**src/rtl/eag_pkg.sv**
```systemverilog
package eag_pkg;
  localparam int OPC_W = 5;
  localparam int DSP_W = 8;
  localparam int OPC_LSB = 11;
  localparam int MODE_LSB = 9;
  localparam int IND_BIT = 8;

  localparam logic [1:0] MD_ZERO = 2'b00;
  localparam logic [1:0] MD_FWD0 = 2'b01;
  localparam logic [1:0] MD_INDX = 2'b10;
  localparam logic [1:0] MD_FWD1 = 2'b11;

  localparam int N_WORD_ONLY = 4;
  localparam logic [N_WORD_ONLY*OPC_W-1:0] WORD_ONLY_OPCS =
    {5'h05, 5'h04, 5'h03, 5'h02};

  typedef enum logic [1:0] {ST_IDLE, ST_FETCH, ST_DONE} eag_state_t;
endpackage

```
**src/rtl/eag_excl_detect.sv**
```systemverilog
module eag_excl_detect
  import eag_pkg::*;
#(
  parameter int NUM = N_WORD_ONLY,
  parameter logic [NUM*OPC_W-1:0] LIST = WORD_ONLY_OPCS
) (
  input  logic [OPC_W-1:0] opcode,
  output logic             hit
);
  logic [NUM-1:0] match;

  for (genvar gi = 0; gi < NUM; gi++) begin : g_cmp
    assign match[gi] = (opcode == LIST[gi*OPC_W +: OPC_W]);
  end

  assign hit = |match;
endmodule

```
**src/rtl/eag_decode.sv**
```systemverilog
module eag_decode
  import eag_pkg::*;
#(
  parameter int DW = 16,
  localparam int WAW = DW - 1
) (
  input  logic [DW-1:0]  instr,
  input  logic [DW-1:0]  p_val,
  input  logic [DW-1:0]  x_val,
  input  logic           byte_mode,
  output logic           indirect,
  output logic           add_x,
  output logic           is_byte,
  output logic [DW-1:0]  direct_ea,
  output logic [WAW-1:0] ptr_waddr
);
  logic [OPC_W-1:0] opcode;
  logic [1:0]       mode;
  logic [DSP_W-1:0] dsp;
  logic             word_only;
  logic [DW-1:0]    fwd_full;
  logic [DW-1:0]    back_full;
  logic [DW-1:0]    idx_full;
  logic [WAW-1:0]   fwd_word;

  assign opcode   = instr[OPC_LSB +: OPC_W];
  assign mode     = instr[MODE_LSB +: 2];
  assign indirect = instr[IND_BIT];
  assign dsp      = instr[DSP_W-1:0];

  eag_excl_detect u_excl (
    .opcode (opcode),
    .hit    (word_only)
  );

  assign is_byte   = byte_mode & ~word_only;
  assign add_x     = (mode == MD_INDX);
  assign fwd_full  = p_val + DW'(1) + DW'(dsp);
  assign back_full = p_val - DW'(dsp);
  assign idx_full  = x_val + DW'(dsp);
  assign fwd_word  = fwd_full[WAW-1:0];

  always_comb begin
    direct_ea = DW'(dsp);
    if (is_byte) begin
      unique case (mode)
        MD_ZERO: direct_ea = DW'(dsp);
        MD_INDX: direct_ea = idx_full;
        default: direct_ea = {fwd_word, mode[1]};
      endcase
    end else begin
      unique case (mode)
        MD_ZERO: direct_ea = DW'(dsp);
        MD_FWD0: direct_ea = fwd_full;
        MD_INDX: direct_ea = idx_full;
        default: direct_ea = back_full;
      endcase
    end
  end

  always_comb begin
    unique case (mode)
      MD_FWD0: ptr_waddr = fwd_word;
      MD_FWD1: ptr_waddr = back_full[WAW-1:0];
      default: ptr_waddr = WAW'(dsp);
    endcase
  end
endmodule

```
**src/rtl/eag_combine.sv**
```systemverilog
module eag_combine #(
  parameter int DW = 16
) (
  input  logic [DW-1:0] ptr,
  input  logic [DW-1:0] x_val,
  input  logic          add_x,
  output logic [DW-1:0] ea
);
  assign ea = add_x ? (ptr + x_val) : ptr;
endmodule

```
**src/rtl/eag_split.sv**
```systemverilog
module eag_split #(
  parameter int DW = 16,
  localparam int WAW = DW - 1
) (
  input  logic [DW-1:0]  ea,
  input  logic           is_byte,
  output logic [DW-1:0]  byte_addr,
  output logic [WAW-1:0] word_addr,
  output logic           byte_sel
);
  always_comb begin
    if (is_byte) begin
      byte_addr = ea;
      word_addr = ea[DW-1:1];
      byte_sel  = ea[0];
    end else begin
      byte_addr = {ea[WAW-1:0], 1'b0};
      word_addr = ea[WAW-1:0];
      byte_sel  = 1'b0;
    end
  end
endmodule

```
**src/rtl/byte_ea_gen.sv**
```systemverilog
module byte_ea_gen
  import eag_pkg::*;
#(
  parameter int DW = 16,
  localparam int WAW = DW - 1
) (
  input  logic           clk,
  input  logic           rst_n,
  input  logic           req_valid,
  output logic           req_ready,
  input  logic [DW-1:0]  req_instr,
  input  logic [DW-1:0]  req_p,
  input  logic [DW-1:0]  req_x,
  input  logic           req_byte_mode,
  output logic           mem_req,
  output logic [WAW-1:0] mem_addr,
  input  logic [DW-1:0]  mem_rdata,
  input  logic           mem_valid,
  output logic           out_valid,
  input  logic           out_ready,
  output logic [DW-1:0]  out_byte_addr,
  output logic [WAW-1:0] out_word_addr,
  output logic           out_byte_sel,
  output logic           out_is_byte
);
  eag_state_t     state;
  logic           dec_ind, dec_addx, dec_isb;
  logic [DW-1:0]  dec_ea;
  logic [WAW-1:0] dec_paddr;
  logic [DW-1:0]  ea_q, x_q, fin_ea;
  logic [WAW-1:0] paddr_q;
  logic           isb_q, addx_q;

  eag_decode #(.DW(DW)) u_dec (
    .instr     (req_instr),
    .p_val     (req_p),
    .x_val     (req_x),
    .byte_mode (req_byte_mode),
    .indirect  (dec_ind),
    .add_x     (dec_addx),
    .is_byte   (dec_isb),
    .direct_ea (dec_ea),
    .ptr_waddr (dec_paddr)
  );

  eag_combine #(.DW(DW)) u_comb (
    .ptr   (mem_rdata),
    .x_val (x_q),
    .add_x (addx_q),
    .ea    (fin_ea)
  );

  eag_split #(.DW(DW)) u_split (
    .ea        (ea_q),
    .is_byte   (isb_q),
    .byte_addr (out_byte_addr),
    .word_addr (out_word_addr),
    .byte_sel  (out_byte_sel)
  );

  always_ff @(posedge clk or negedge rst_n) begin
    if (!rst_n) begin
      state   <= ST_IDLE;
      ea_q    <= '0;
      x_q     <= '0;
      paddr_q <= '0;
      isb_q   <= 1'b0;
      addx_q  <= 1'b0;
    end else begin
      unique case (state)
        ST_IDLE: if (req_valid) begin
          isb_q  <= dec_isb;
          addx_q <= dec_addx;
          x_q    <= req_x;
          if (dec_ind) begin
            paddr_q <= dec_paddr;
            state   <= ST_FETCH;
          end else begin
            ea_q  <= dec_ea;
            state <= ST_DONE;
          end
        end
        ST_FETCH: if (mem_valid) begin
          ea_q  <= fin_ea;
          state <= ST_DONE;
        end
        ST_DONE: if (out_ready) state <= ST_IDLE;
        default: state <= ST_IDLE;
      endcase
    end
  end

  assign req_ready   = (state == ST_IDLE);
  assign mem_req     = (state == ST_FETCH);
  assign mem_addr    = paddr_q;
  assign out_valid   = (state == ST_DONE);
  assign out_is_byte = isb_q;
endmodule

```
**config.mk**
```make
export PLATFORM = sky130hd
export DESIGN_NAME = byte_ea_gen
export DESIGN_NICKNAME = d
export VERILOG_FILES = /design/src/rtl/eag_pkg.sv /design/src/rtl/eag_excl_detect.sv /design/src/rtl/eag_decode.sv /design/src/rtl/eag_combine.sv /design/src/rtl/eag_split.sv /design/src/rtl/byte_ea_gen.sv
export SDC_FILE = /design/constraint.sdc
export NUM_CORES = 1
export LEC_CHECK = 0
export CORE_UTILIZATION = 50
export DETAILED_ROUTE_END_ITERATION = 7
export DONT_BUFFER_PORTS = 1
export PLACE_DENSITY_LB_ADDON = 0.15
export SYNTH_ARGS = -nofsm -noshare
export SYNTH_HDL_FRONTEND = slang
export SYNTH_HIERARCHICAL = 1
export SYNTH_SLANG_ARGS = --single-unit
```
**constraint.sdc**
```tcl
create_clock -name clk -period 3.7 [get_ports clk]
set_clock_uncertainty 0.1 [all_clocks]
set_input_delay 0.555 -clock clk [delete_from_list [all_inputs] [get_ports clk]]
set_output_delay 0.555 -clock clk [all_outputs]
set_load 0.05 [all_outputs]
```
## After elaboration in Yosys (flattened, before gate mapping)

Index checks and enable logic that the tools add are counted.

- Bits in registers: 51
- Bits in latches: 0
- Memory bits (writable): 0
- Memory bits (read-only): 0
- Input port bits: 70
- Output and inout bits: 51
- Logic and storage cells: 51
- Memories: 0

- Add/sub/neg operators: 5
- $mul: 0
- Divide/modulo/power cells: 0
- $lt $le $gt $ge: 0
- Equality and inequality tests: 13
- Shift-type cells: 0
- Muxes and demuxes: 17
- Bitwise operators: 2
- Reductions and logical operators: 8

Operators with widths:

| cell | number |
|---|---|
| two-way mux 16 bit | 6 |
| one-hot mux 16 bit (2 select lines) | 2 |
| one-hot mux 16 bit (3 select lines) | 1 |
| adder 16 x 8 -> 16 bit | 2 |
| one-hot mux 15 bit (2 select lines) | 1 |
| adder 16 x 1 -> 16 bit (second input constant) | 1 |
| adder 16 bit | 1 |
| subtractor 16 x 8 -> 16 bit | 1 |
| two-way mux 15 bit | 1 |
| == test 5 x 2 -> 1 bit (second input constant) | 2 |
| == test 5 x 3 -> 1 bit (second input constant) | 2 |
| two-way mux 2 bit | 4 |
| == test 2 bit (second input constant) | 3 |
| one-hot mux 2 bit (3 select lines) | 1 |
| AND reduction 3 bit | 2 |
| == test 2 x 1 -> 1 bit (second input constant) | 2 |
| logical NOT 2 bit | 2 |
| inequality test 2 x 1 -> 1 bit (second input constant) | 2 |
| inequality test 2 bit (second input constant) | 2 |
| AND reduction 4 bit | 1 |
| OR reduction 4 bit | 1 |
| AND reduction 2 bit | 1 |
| nonzero test 2 bit | 1 |
| AND 1 bit | 1 |
| other kinds (2) | 2 |

## Logic depth before layout (Yosys ltp)

Gate-level depths: netlist of the first run.

- Depth after elaboration: 8
- Depth in mapped cells: 13
- Mapped depth without buffers: 13

## Cells and area by module

Netlist of the first run, hierarchy kept.

By module, submodules not included:

| module | times used | cells each | area each (um2) | sequential area each (um2) |
|---|---|---|---|---|
| byte_ea_gen | 1 | 135 | 2,192.1 | 1,276.2 |
| eag_decode | 1 | 307 | 2,128.3 | 0.0 |
| eag_combine | 1 | 115 | 962.2 | 0.0 |
| eag_split | 1 | 34 | 361.6 | 0.0 |
| eag_excl_detect | 1 | 2 | 18.8 | 0.0 |

## Worst setup path after synthesis of the first run

Ideal clock, no wire load.

- Path type: input-to-reg
- Start: in req_p[0]
- End: reg ea_q[10]
- Library setup time: 125 ps
- Arrival time: 2,999 ps
- Required time: 3,475 ps
- Setup slack: 476 ps
- Cell stages on the path: 13
- Buffers on the path: 0
- Path through: inv_1 -> ha_1 -> inv_1 -> fa_1 -> nand2b_1 -> a221oi_2 -> a211oi_4 -> o32ai_1 -> xor2_1 -> nand2b_1 -> a32o_1 -> mux2_2 -> mux2_4

- Longest elaborated chain between the ends: 7
- Elaborated cells on any way between the ends: 9
- Classes of those cells: 3 x add/sub; 6 x mux

Ends and longest elaborated chain:

| element | line | text |
|---|---|---|
| start: declaration | byte_ea_gen.sv:12 | `input logic [DW-1:0] req_p,` |
| adder 16 x 1 -> 16 bit | eag_decode.sv:38 | `assign fwd_full = p_val + DW'(1) + DW'(dsp);` |
| adder 16 x 8 -> 16 bit | eag_decode.sv:38 |  |
| one-hot mux 16 bit (3 select lines) or one-hot mux 16 bit (2 select lines) (tied branches) | eag_decode.sv:52, eag_decode.sv:46 |  |
| two-way mux 16 bit * | eag_decode.sv:45 | `if (is_byte) begin` |
| net dec_ea[10] | byte_ea_gen.sv:28 | `logic [DW-1:0] dec_ea;` |
| two-way mux 16 bit * | byte_ea_gen.sv:75 | `if (dec_ind) begin` |
| two-way mux 16 bit * | byte_ea_gen.sv:71 | `ST_IDLE: if (req_valid) begin` |
| one-hot mux 16 bit (2 select lines) * | byte_ea_gen.sv:70 | `unique case (state)` |
| end signal: assignment | byte_ea_gen.sv:84 | `ea_q <= fin_ea;` |
| end: declaration | byte_ea_gen.sv:30 | `logic [DW-1:0] ea_q, x_q, fin_ea;` |

Mark *: on every way through the listed nets, which the timed path passes. The rest lies on a longest branch. The select of a mux whose other input is x is not followed.
A chain may end at the register's enable or synchronous reset.

## Worst setup path after layout of the first run

- Start: in req_instr[4]
- End: reg ea_q[15]

- Longest elaborated chain between the ends: 6
- Elaborated cells on any way between the ends: 9
- Classes of those cells: 3 x add/sub; 6 x mux

Ends and longest elaborated chain:

| element | line | text |
|---|---|---|
| start: declaration | byte_ea_gen.sv:11 | `input logic [DW-1:0] req_instr,` |
| subtractor 16 x 8 -> 16 bit (tied with other cells) | eag_decode.sv:39 | `assign back_full = p_val - DW'(dsp);` |
| one-hot mux 16 bit (3 select lines) or one-hot mux 16 bit (2 select lines) (tied branches) | eag_decode.sv:52, eag_decode.sv:46 |  |
| two-way mux 16 bit * | eag_decode.sv:45 |  |
| net dec_ea[15] | byte_ea_gen.sv:28 |  |
| two-way mux 16 bit * | byte_ea_gen.sv:75 |  |
| two-way mux 16 bit * | byte_ea_gen.sv:71 |  |
| one-hot mux 16 bit (2 select lines) * | byte_ea_gen.sv:70 |  |

Marked as above.

==> results of run 1 <==
-- repair_timing --
action,4_1_cts,5_1_grt
endpoints found under the hold margin,51,0
setup buffers,0,0
hold buffers,1,0
-- final cells by class --
cell class	count	area [sq um]
Clock buffer	5	125.1
Clock inverter	2	13.76
Fill cell	1004	5196
Inverter	29	108.9
Multi-Input combinational cell	471	3945
Sequential cell	51	1276
Tap cell	140	175.2
Timing Repair Buffer	10	95.09
-- worst min path at each step --
stage,endpoint,cells after the start,start,slack (ns)
final,mem_addr[0],1,rst_n,0.006
after global routing,mem_addr[0],1,rst_n,0.02
after CTS,mem_addr[0],1,rst_n,0.007
after detailed placement,mem_addr[0],0,rst_n,0.16
after global placement,mem_addr[2],0,rst_n,0.16
after floorplan,addx_q,0,rst_n,0.16
-- routing by layer --
metal | wire [um] | global-route usage (%) | part of all wire [%] | vias up
li1 | - | - | - | 2090
met1 | 6282 | 33.76 | 44 | 2087
met2 | 6385 | 38.83 | 45 | 144
met3 | 1182 | 6.088 | 8.3 | 18
met4 | 396 | 8.977 | 2.8 | 0
met5 | 0 | 0 | 0 | -
-- worst max-delay path, stage by stage --
cell	delay, ns
inv_1	0.04
ha_1	0.42
nor2_1	0.18
nand3_1	0.13
a21boi_0	0.34
nor2_1	0.15
o311a_1	0.34
a2111oi_0	0.50
o22ai_1	0.12
mux2_2	0.30
mux2_2	0.26
-- Yosys cell counts (all sizes together) (11+ instances only) --
master,count
ha,39
and3,11
nand2,35
a21oi,33
xnor2,33
xor2,20
nor2,45
buf,34
a21o,14
mux2,92
inv,28
o21ai,16
dfrtp,51
-- through the flow --
| stage | hold slack, ns | cells | total power [mW] | util (%) | setup WS, ns |
|---|---|---|---|---|---|
| 2_1_floorplan | 0.1594 | 593 | 4.179 | - | 0.4757 |
| 3_3_place_gp | 0.1604 | 700 | 4.309 | 50.96 | 0.2045 |
| 3_5_place_dp | 0.1607 | 700 | 4.376 | 50.96 | 0.2023 |
| 4_1_cts | 0.007271 | 708 | 4.860 | 52.48 | 0.4916 |
| 5_1_grt | 0.02027 | 708 | 5.113 | 52.48 | 0.1519 |
| 6_report | 0.005813 | 708 | 4.850 | 52.48 | 0.4326 |
-- flip-flops by register name, summed over array words and instances (netlist names) --
| signal | flops |
|---|---|
| ea_q | 16 |
| mem_addr | 15 |
| state | 2 |
| out_is_byte | 1 |
| addx_q | 1 |
| x_q | 16 |
-- logic make-up after synthesis --
| kind of cell | Yosys count |
|---|---|
| AND/OR/NAND/NOR | 144 |
| AO/OA/AOI/OAI | 133 |
| multiplexers | 98 |
| buffers and inverters | 71 |
| XOR/XNOR | 53 |
| flip-flops | 51 |
| adder cells (fa/ha/maj) | 43 |
-- layout by cell type (no fill, tap or decap), types with 14 or more instances in the layout --
cell type  Yosys  final
mux2_4        19     19
a21oi_1       33     33
nor2_1        45     45
o21ai_0       14     14
mux2_2        64     64
xor2_1        20     20
dfrtp_1       51     51
nand2_1       34     34
inv_1         28     28
ha_1          39     39
xnor2_1       33     33
-- where the power goes --
part           switching, mW  internal (mW)  leakage [nW]
Clock                  0.207          0.247        0.0696
Sequential             0.551          0.822         0.615
Combinational           1.93           1.10          1.83
Total                   2.68           2.17          2.52
==> impl_metrics.py, run 1 <==
metrics = {
    "outcome": {
        "outcome": "finished, final reports clean",
    },
    "floorplanning": {
        "start_util_pct": 51.78,
        "die_h_um": 108.4,
        "rows": 38,
        "ios": 121,
        "die_w_um": 108.4,
        "coreArea_sq_um": 10940,
        "dieArea_sq_um": 11760,
    },
    "drt": {
        "drt-total-wl_um": 14250,
        "postRouteAntennaNets": 0,
        "drtIter0Drc": 308,
        "drc_errors": 0,
        "vias_per_cell": 6.129,
        "wl_per_cell_um": 20.12,
        "vias": 4339,
        "drt-pass1-iter-count": 5,
    },
    "grt": {
        "grt_pass1_vias": 4295,
        "grt_usage_pct": 25.04,
        "grt_pass1_wl_um": 22740,
        "antenna_found_initial": 0,
        "grt-ovfl-total": 0,
        "grt_max_degree": 52,
    },
    "synthesis": {
        "synth_cells": 593,
        "synth-compound-area-share_pct": 17.59,
        "avgSynthCellArea_sq_um": 9.550,
        "netlist.area_leader.share_pct": 22.54,
        "syn_nets": 706,
        "synth.area.top_cells": "dfrtp_1, mux2_2, ha_1",
        "synth_fa_ha_area_share_pct": 10.03,
        "async_flop_share_pct": 100.0,
        "synth_edf_count": 0,
        "ys.flop_type": "dfrtp_1",
        "synth_top_family_by_area": "multiplexers",
        "synth-xor-area-share_pct": 8.197,
        "yosysTopAreaCell": "dfrtp_1",
        "ys_seq_area_share_pct": 22.54,
        "muxShareOfSynthArea_pct": 20.61,
        "synth_cell_types": 85,
        "syn-cell-area_sq_um": 5663,
        "yosysWarnings": 6,
        "ys_seq_elements": 51,
        "synthSimpleGateAreaFrac_pct": 13.10,
    },
    "power": {
        "ir_worst_vdd_mv": 0.6248,
        "p_per_area_nw_per_um2": 845.1,
        "p_leak_nw": 2.518,
    },
    "setup_path": {
        "crit_fanout": 8,
        "cp.arrival_ns": 3.34,
        "critPathLaunch": "req_instr[4]",
        "cp.required_ns": 3.77,
        "reg2reg_from": "x_q[0]",
        "crit_type": "in2reg",
        "worstSetupEndpointType": "register",
        "ff2ff_path_depth": 10,
        "crit_path_end": "ea_q[15]",
        "r2r-end": "ea_q[14]",
        "rrSetupSlack_ns": 0.57,
        "startpoint_type": "primary input",
    },
    "cts": {
        "cts-buffers-inserted": 5,
        "cts_resized": 0,
        "clockRootBuffer": "clkbuf_16",
        "h-tree-depth": 2,
        "path_clk_slew_ns": 0.08,
        "worstSkewPairLatency_ns": 0.29,
        "cts_max_path_buffers": 2,
        "clock_sinks": 51,
        "cts_tree": "built",
    },
    "final_layout": {
        "finalNetCount": 681,
        "num_antenna_cells": 0,
        "drive_gt1_share_pct": 22.89,
        "final_area_sq_um": 5739,
        "syn2layout_area_growth_pct": 1.348,
    },
    "sta": {
        "rsz0062_at_grt": "no",
        "totalNegativeSetupSlack_ns": 0,
        "fmax_ghz": 0.3061,
        "finalCritPeriodShare_pct": 88.31,
        "period_needed_ns": 3.267,
        "setup_viol": 0,
        "hold_viol": 0,
        "finalMaxSlewViolations": 0,
        "worstMarginPinSlew_ns": 0.9949,
        "relSlewSlack_pct": 33.67,
    },
    "placement": {
        "place_hpwl_um": 11360,
        "routabilityCongestion": 0.9224,
        "dpl_cell_area_sq_um": 5573,
        "io_buffers": 0,
    },
    "flow_run": {
        "cap_viol_max_count": 0,
    },
    "worst_hold_path": {
        "min_path_type": "in2async",
    },
}
Note: power is estimated with default switching activity, not from simulation.
==> inputs of run 2 (changes only) <==
Settings changed: PLACE_DENSITY from default to 0.67, PLACE_DENSITY_LB_ADDON 0.15 to default.
==> run 2 against run 1 <==
Utilization up 0.080 points. Via count rose by 0.18%. Sequential power hardly changed. Largest cell class unchanged. Sequential share of layout area barely moved. Clock-buffer cell count grew 1.
==> impl_metrics.py, run 2 (synthesis results as in run 1) <==
metrics = {
    "setup_path": {
        "path_delay_family": "compound AO/OA/AOI/OAI gates",
        "crit_type": "in2reg",
        "r2r-end": "ea_q[14]",
        "cp.buffers_inverters": 3,
        "crit_fanout": 4,
        "rrSetupSlack_ns": 0.59,
        "slowest_delay_ns": 0.44,
        "critPathLaunch": "req_p[0]",
        "reg2reg_from": "x_q[0]",
        "cp.arrival_ns": 3.29,
        "slowest_stage": "fa_1",
        "startpoint_type": "primary input",
        "ff2ff_path_depth": 10,
        "worstSetupEndpointType": "register",
        "cp.required_ns": 3.78,
        "crit_path_frequent_cell": "inv_1",
        "crit_chain": "inv_1 > ha_1 > inv_1 > fa_1 > a21o_1 > a31oi_1 > o311ai_1 > buf_4 > o32ai_1 > xor2_1 > nand2b_1 > a32o_1 > mux2_2 > mux2_4",
    },
    "drt": {
        "wl_per_cell_um": 20.23,
        "postRouteAntennaNets": 0,
        "vias_per_cell": 6.140,
        "drc_errors": 0,
        "vias": 4347,
        "drtIter0Drc": 245,
        "drt-total-wl_um": 14320,
        "drt-pass1-iter-count": 5,
    },
    "grt": {
        "grt_max_degree": 52,
        "grt_pass1_vias": 4414,
        "antenna_found_initial": 0,
        "grtUsageMet3_pct": 6.631,
        "gr-max-usage-layer": "met2",
        "grt_pass1_wl_um": 22900,
        "met1_usage_pct": 33.45,
        "grt-ovfl-total": 0,
        "grtUsageMet2_pct": 40.37,
        "grt_usage_pct": 25.53,
    },
    "placement": {
        "routabilityCongestion": 0.8432,
        "dpl_cell_area_sq_um": 5565,
        "place_ws_ns": 0.1743,
        "io_buffers": 0,
        "place_hpwl_um": 11360,
    },
    "sta": {
        "finalCritPeriodShare_pct": 86.91,
        "setup_ws_ns": 0.4842,
        "hold_viol": 0,
        "totalNegativeSetupSlack_ns": 0,
        "period_needed_ns": 3.216,
        "fmax_ghz": 0.3110,
        "rsz0062_at_grt": "no",
        "worstMarginPinSlew_ns": 0.9772,
        "setup_viol": 0,
        "relSlewSlack_pct": 34.85,
        "finalMaxSlewViolations": 0,
    },
    "worst_hold_path": {
        "min_path_type": "in2async",
    },
    "final_layout": {
        "fill_cells": 1007,
        "final_cell_mix": "mux2_2, dfrtp_1, nor2_1",
        "drive_gt1_share_pct": 22.89,
        "mostFrequentLayoutCell": "mux2_2",
        "num_antenna_cells": 0,
        "final_area_sq_um": 5748,
        "finalNetCount": 680,
        "syn2layout_area_growth_pct": 1.502,
    },
    "outcome": {
        "outcome": "finished, final reports clean",
    },
    "floorplanning": {
        "die_h_um": 108.4,
        "coreArea_sq_um": 10940,
        "start_util_pct": 51.78,
        "die_w_um": 108.4,
        "ios": 121,
        "rows": 38,
        "dieArea_sq_um": 11760,
    },
    "cts": {
        "cts_tree": "built",
        "worstSkewPairLatency_ns": 0.30,
        "clock_sinks": 51,
        "cts_max_path_buffers": 2,
        "clockRootBuffer": "clkbuf_16",
        "cts-buffers-inserted": 5,
        "h-tree-depth": 2,
        "path_clk_slew_ns": 0.07,
    },
    "power": {
        "ir_worst_vdd_mv": 0.7186,
        "power_mw": 4.873,
        "p_per_area_nw_per_um2": 847.7,
        "p_leak_nw": 2.516,
    },
    "flow_run": {
        "cap_viol_max_count": 0,
    },
}
-- run 2: worst max-delay path by stage --
stage	cells after the start	endpoint	slack [ns]
floorplan	13	ea_q[10]	0.48
global placement	14	ea_q[10]	0.25
detailed placement	14	ea_q[10]	0.17
CTS	14	ea_q[10]	0.49
global route	11	ea_q[7]	0.26
finish	14	ea_q[10]	0.48
-- run 2: cell type report --
type | count | area (sq um) | area share (%)
Timing Repair Buffer | 9 | 87.58 | 1.524
Clock buffer | 6 | 138.9 | 2.416
Multi-Input combinational cell | 471 | 3945 | 68.63
Inverter | 29 | 108.9 | 1.894
Tap cell | 140 | 175.2 | 3.047
Sequential cell | 51 | 1276 | 22.20
Clock inverter | 2 | 16.27 | 0.2830
-- run 2: worst reg2reg max path, stage by stage, from the launching register on --
cell and delay, ns:
dfrtp_1 0.39, ha_1 0.23, fa_1 0.40, a21o_2 0.26, a221oi_4 0.36, nor4_2 0.11
a211oi_2 0.23, xnor2_1 0.09, mux2_2 0.28, mux2_2 0.28, mux2_2 0.26
-- run 2: report_power, final --
part	total (mW)	internal, mW	switching, mW
Sequential	1.37	0.822	0.545
Combinational	3.02	1.10	1.92
Clock	0.486	0.271	0.215
-- run 2: timing repair --
| action | 4_1_cts | 5_1_grt |
|---|---|---|
| hold buffers | 1 | 0 |
| buffers inserted | 0 | 0 |
| resized for setup | 0 | 0 |
| hold endpoints to repair | 51 | 0 |
-- run 2: routing by layer --
metal | vias up | share of wire [%]
li1 | 2080 | -
met1 | 2100 | 45
met2 | 149 | 45
met3 | 18 | 7.6
met4 | 0 | 2.2
met5 | - | 0
-- run 2: stage by stage --
| stage | cells | hold WS (ns) | utilization (%) |
|---|---|---|---|
| floorplan | 593 | 0.1594 | - |
| global placement | 699 | 0.1605 | 50.89 |
| detailed placement | 699 | 0.1608 | 50.89 |
| CTS | 708 | 0.01673 | 52.56 |
| global route | 708 | 0.01889 | 52.56 |
| finish | 708 | 0.009781 | 52.56 |
==> inputs of run 3 (changes only) <==
--- a/config.mk
+++ b/config.mk
@@ -14,2 +14,3 @@
 export SYNTH_HIERARCHICAL = 1
 export SYNTH_SLANG_ARGS = --single-unit
+export TNS_END_PERCENT = 30
==> constraint.sdc (replaced) <==
create_clock -name clk -period 3.2 [get_ports clk]
set_clock_uncertainty 0.1 [all_clocks]
set_input_delay 0.64 -clock clk [delete_from_list [all_inputs] [get_ports clk]]
set_output_delay 0.64 -clock clk [all_outputs]
set_load 0.05 [all_outputs]
==> run 3 against run 2 <==
Power is 21% higher. Worst hold slack better by 0.049 ns. Worst setup slack worse by 0.42 ns. Sequential power is 15% higher. Clock power is 30% higher. Clock-buffer cell count is 1 lower. Critical path depth is 1 lower. Wire length is 3.3% higher. Critical endpoint unchanged.
==> impl_metrics.py, run 3 (synthesis results as in run 1) <==
metrics = {
    "drt": {
        "drt-total-wl_um": 14800,
        "drt-pass1-iter-count": 6,
        "vias": 4584,
        "drc_errors": 0,
        "postRouteAntennaNets": 0,
        "wl_per_cell_um": 19.47,
        "drtIter0Drc": 277,
        "vias_per_cell": 6.032,
    },
    "sta": {
        "finalCritPeriodShare_pct": 97.92,
        "whs_ns": 0.05920,
        "fmax_ghz": 0.3191,
        "setup_viol": 0,
        "worstMarginPinSlew_ns": 0.8349,
        "totalNegativeSetupSlack_ns": 0,
        "relSlewSlack_pct": 44.34,
        "finalMaxSlewViolations": 0,
        "period_needed_ns": 3.133,
        "hold_viol": 0,
        "rsz0062_at_grt": "no",
    },
    "final_layout": {
        "mostFrequentLayoutCell": "mux2_2",
        "finalNetCount": 732,
        "drive_gt1_share_pct": 32.42,
        "final_area_sq_um": 6284,
        "final_cell_count_no_fill": 760,
        "num_antenna_cells": 0,
        "syn2layout_area_growth_pct": 10.96,
        "final_cell_mix": "mux2_2, buf_4, dfrtp_1",
    },
    "power": {
        "p_sw_mw": 3.169,
        "p_int_mw": 2.712,
        "p_sw_share_pct": 53.88,
        "p_per_area_nw_per_um2": 935.9,
        "p_clk_share_pct": 10.8,
        "p_leak_nw": 2.808,
        "power_frac_comb_pct": 62.5,
        "ir_worst_vdd_mv": 0.8382,
        "pwr-share-seq_pct": 26.7,
        "power_mw": 5.881,
    },
    "grt": {
        "grt_pass1_wl_um": 23050,
        "antenna_found_initial": 0,
        "grt-ovfl-total": 0,
        "grt_pass1_vias": 4542,
        "grt_max_degree": 52,
        "grt_usage_pct": 25.54,
    },
    "cts": {
        "cts_max_path_buffers": 2,
        "cts_tree": "built",
        "clock_sinks": 51,
        "h-tree-depth": 2,
        "clockRootBuffer": "clkbuf_16",
        "worstSkewPairLatency_ns": 0.30,
        "path_clk_slew_ns": 0.08,
        "cts-buffers-inserted": 5,
    },
    "setup_path": {
        "crit_path_end": "ea_q[10]",
        "crit_fanout": 4,
        "cp.required_ns": 3.28,
        "crit_type": "in2reg",
        "ff2ff_path_depth": 10,
        "rrSetupSlack_ns": 0.11,
        "critPathLaunch": "req_p[0]",
        "reg2reg_from": "x_q[0]",
        "r2r-end": "ea_q[14]",
        "worstSetupEndpointType": "register",
        "startpoint_type": "primary input",
        "cp.arrival_ns": 3.21,
    },
    "floorplanning": {
        "dieArea_sq_um": 11760,
        "coreArea_sq_um": 10940,
        "die_h_um": 108.4,
        "ios": 121,
        "rows": 38,
        "start_util_pct": 51.78,
        "die_w_um": 108.4,
    },
    "worst_hold_path": {
        "min_path_type": "in2async",
    },
    "placement": {
        "placedCellCount": 750,
        "place_hpwl_um": 11970,
        "routabilityCongestion": 0.9079,
        "io_buffers": 0,
        "dpl_cell_area_sq_um": 6022,
    },
    "outcome": {
        "outcome": "finished, final reports clean",
    },
    "flow_run": {
        "cap_viol_max_count": 0,
    },
}
==> run 3: per-layer routing <==
layer,track usage [%],vias to the layer above,part of all wire (%),wire (um)
met1,33.33,2248,44,6481
met5,0,-,0,0
met3,6.148,18,7.9,1169
li1,-,2183,-,-
met2,42.13,135,47,6914
met4,6.564,0,1.6,231
==> run 3: worst min path at each step <==
stage          startpoint          end  slack [ns]  cells after the start
2_1_floorplan       rst_n       addx_q        0.24                      0
3_3_place_gp        rst_n  mem_addr[2]        0.25                      0
3_5_place_dp        rst_n  mem_addr[3]        0.25                      0
4_1_cts             rst_n  mem_addr[3]        0.09                      1
5_1_grt             rst_n  mem_addr[3]        0.08                      1
6_report            rst_n  mem_addr[2]        0.06                      1
==> run 3: layout make-up <==
type	instances	area [sq um]
Clock inverter	3	46.29
Multi-Input combinational cell	471	4074
Inverter	29	108.9
Sequential cell	51	1276
Tap cell	140	175.2
Timing Repair Buffer	61	478.0
Clock buffer	5	125.1
Fill cell	978	4652
==> run 3: what timing repair did <==
| item | CTS | global route |
|---|---|---|
| setup buffers | 0 | 1 |
| hold buffers | 1 | 0 |
| endpoints found under the setup margin | 0 | 8 |
| gates resized for setup | 0 | 14 |
| endpoints found under the hold margin | 51 | 0 |
==> run 3: power groups by stage <==
stage               combinational [mW]  sequential, mW  clock (mW)
CTS                               3.66            1.58       0.647
finish                            3.68            1.57       0.633
floorplan                         3.38            1.46           0
detailed placement                3.63            1.59           0
global route                      3.90            1.62       0.666
global placement                  3.57            1.57           0
==> run 3: worst max-delay path: stages <==
cell      delay (ns)
inv_2           0.04
ha_1            0.19
inv_1           0.08
fa_1            0.45
a21o_1          0.23
a31oi_4         0.20
o311ai_4        0.16
o32ai_2         0.16
xor2_1          0.13
nand2b_1        0.18
a32o_1          0.26
mux2_2          0.25
mux2_4          0.26
==> run 3: metrics by stage <==
step	utilization, %	worst slack, ns
finish	57.46	0.06662
global placement	55.07	-0.1958
CTS	56.89	0.04980
detailed placement	55.07	-0.2686
global route	57.46	0.007400
floorplan	-	-0.001711
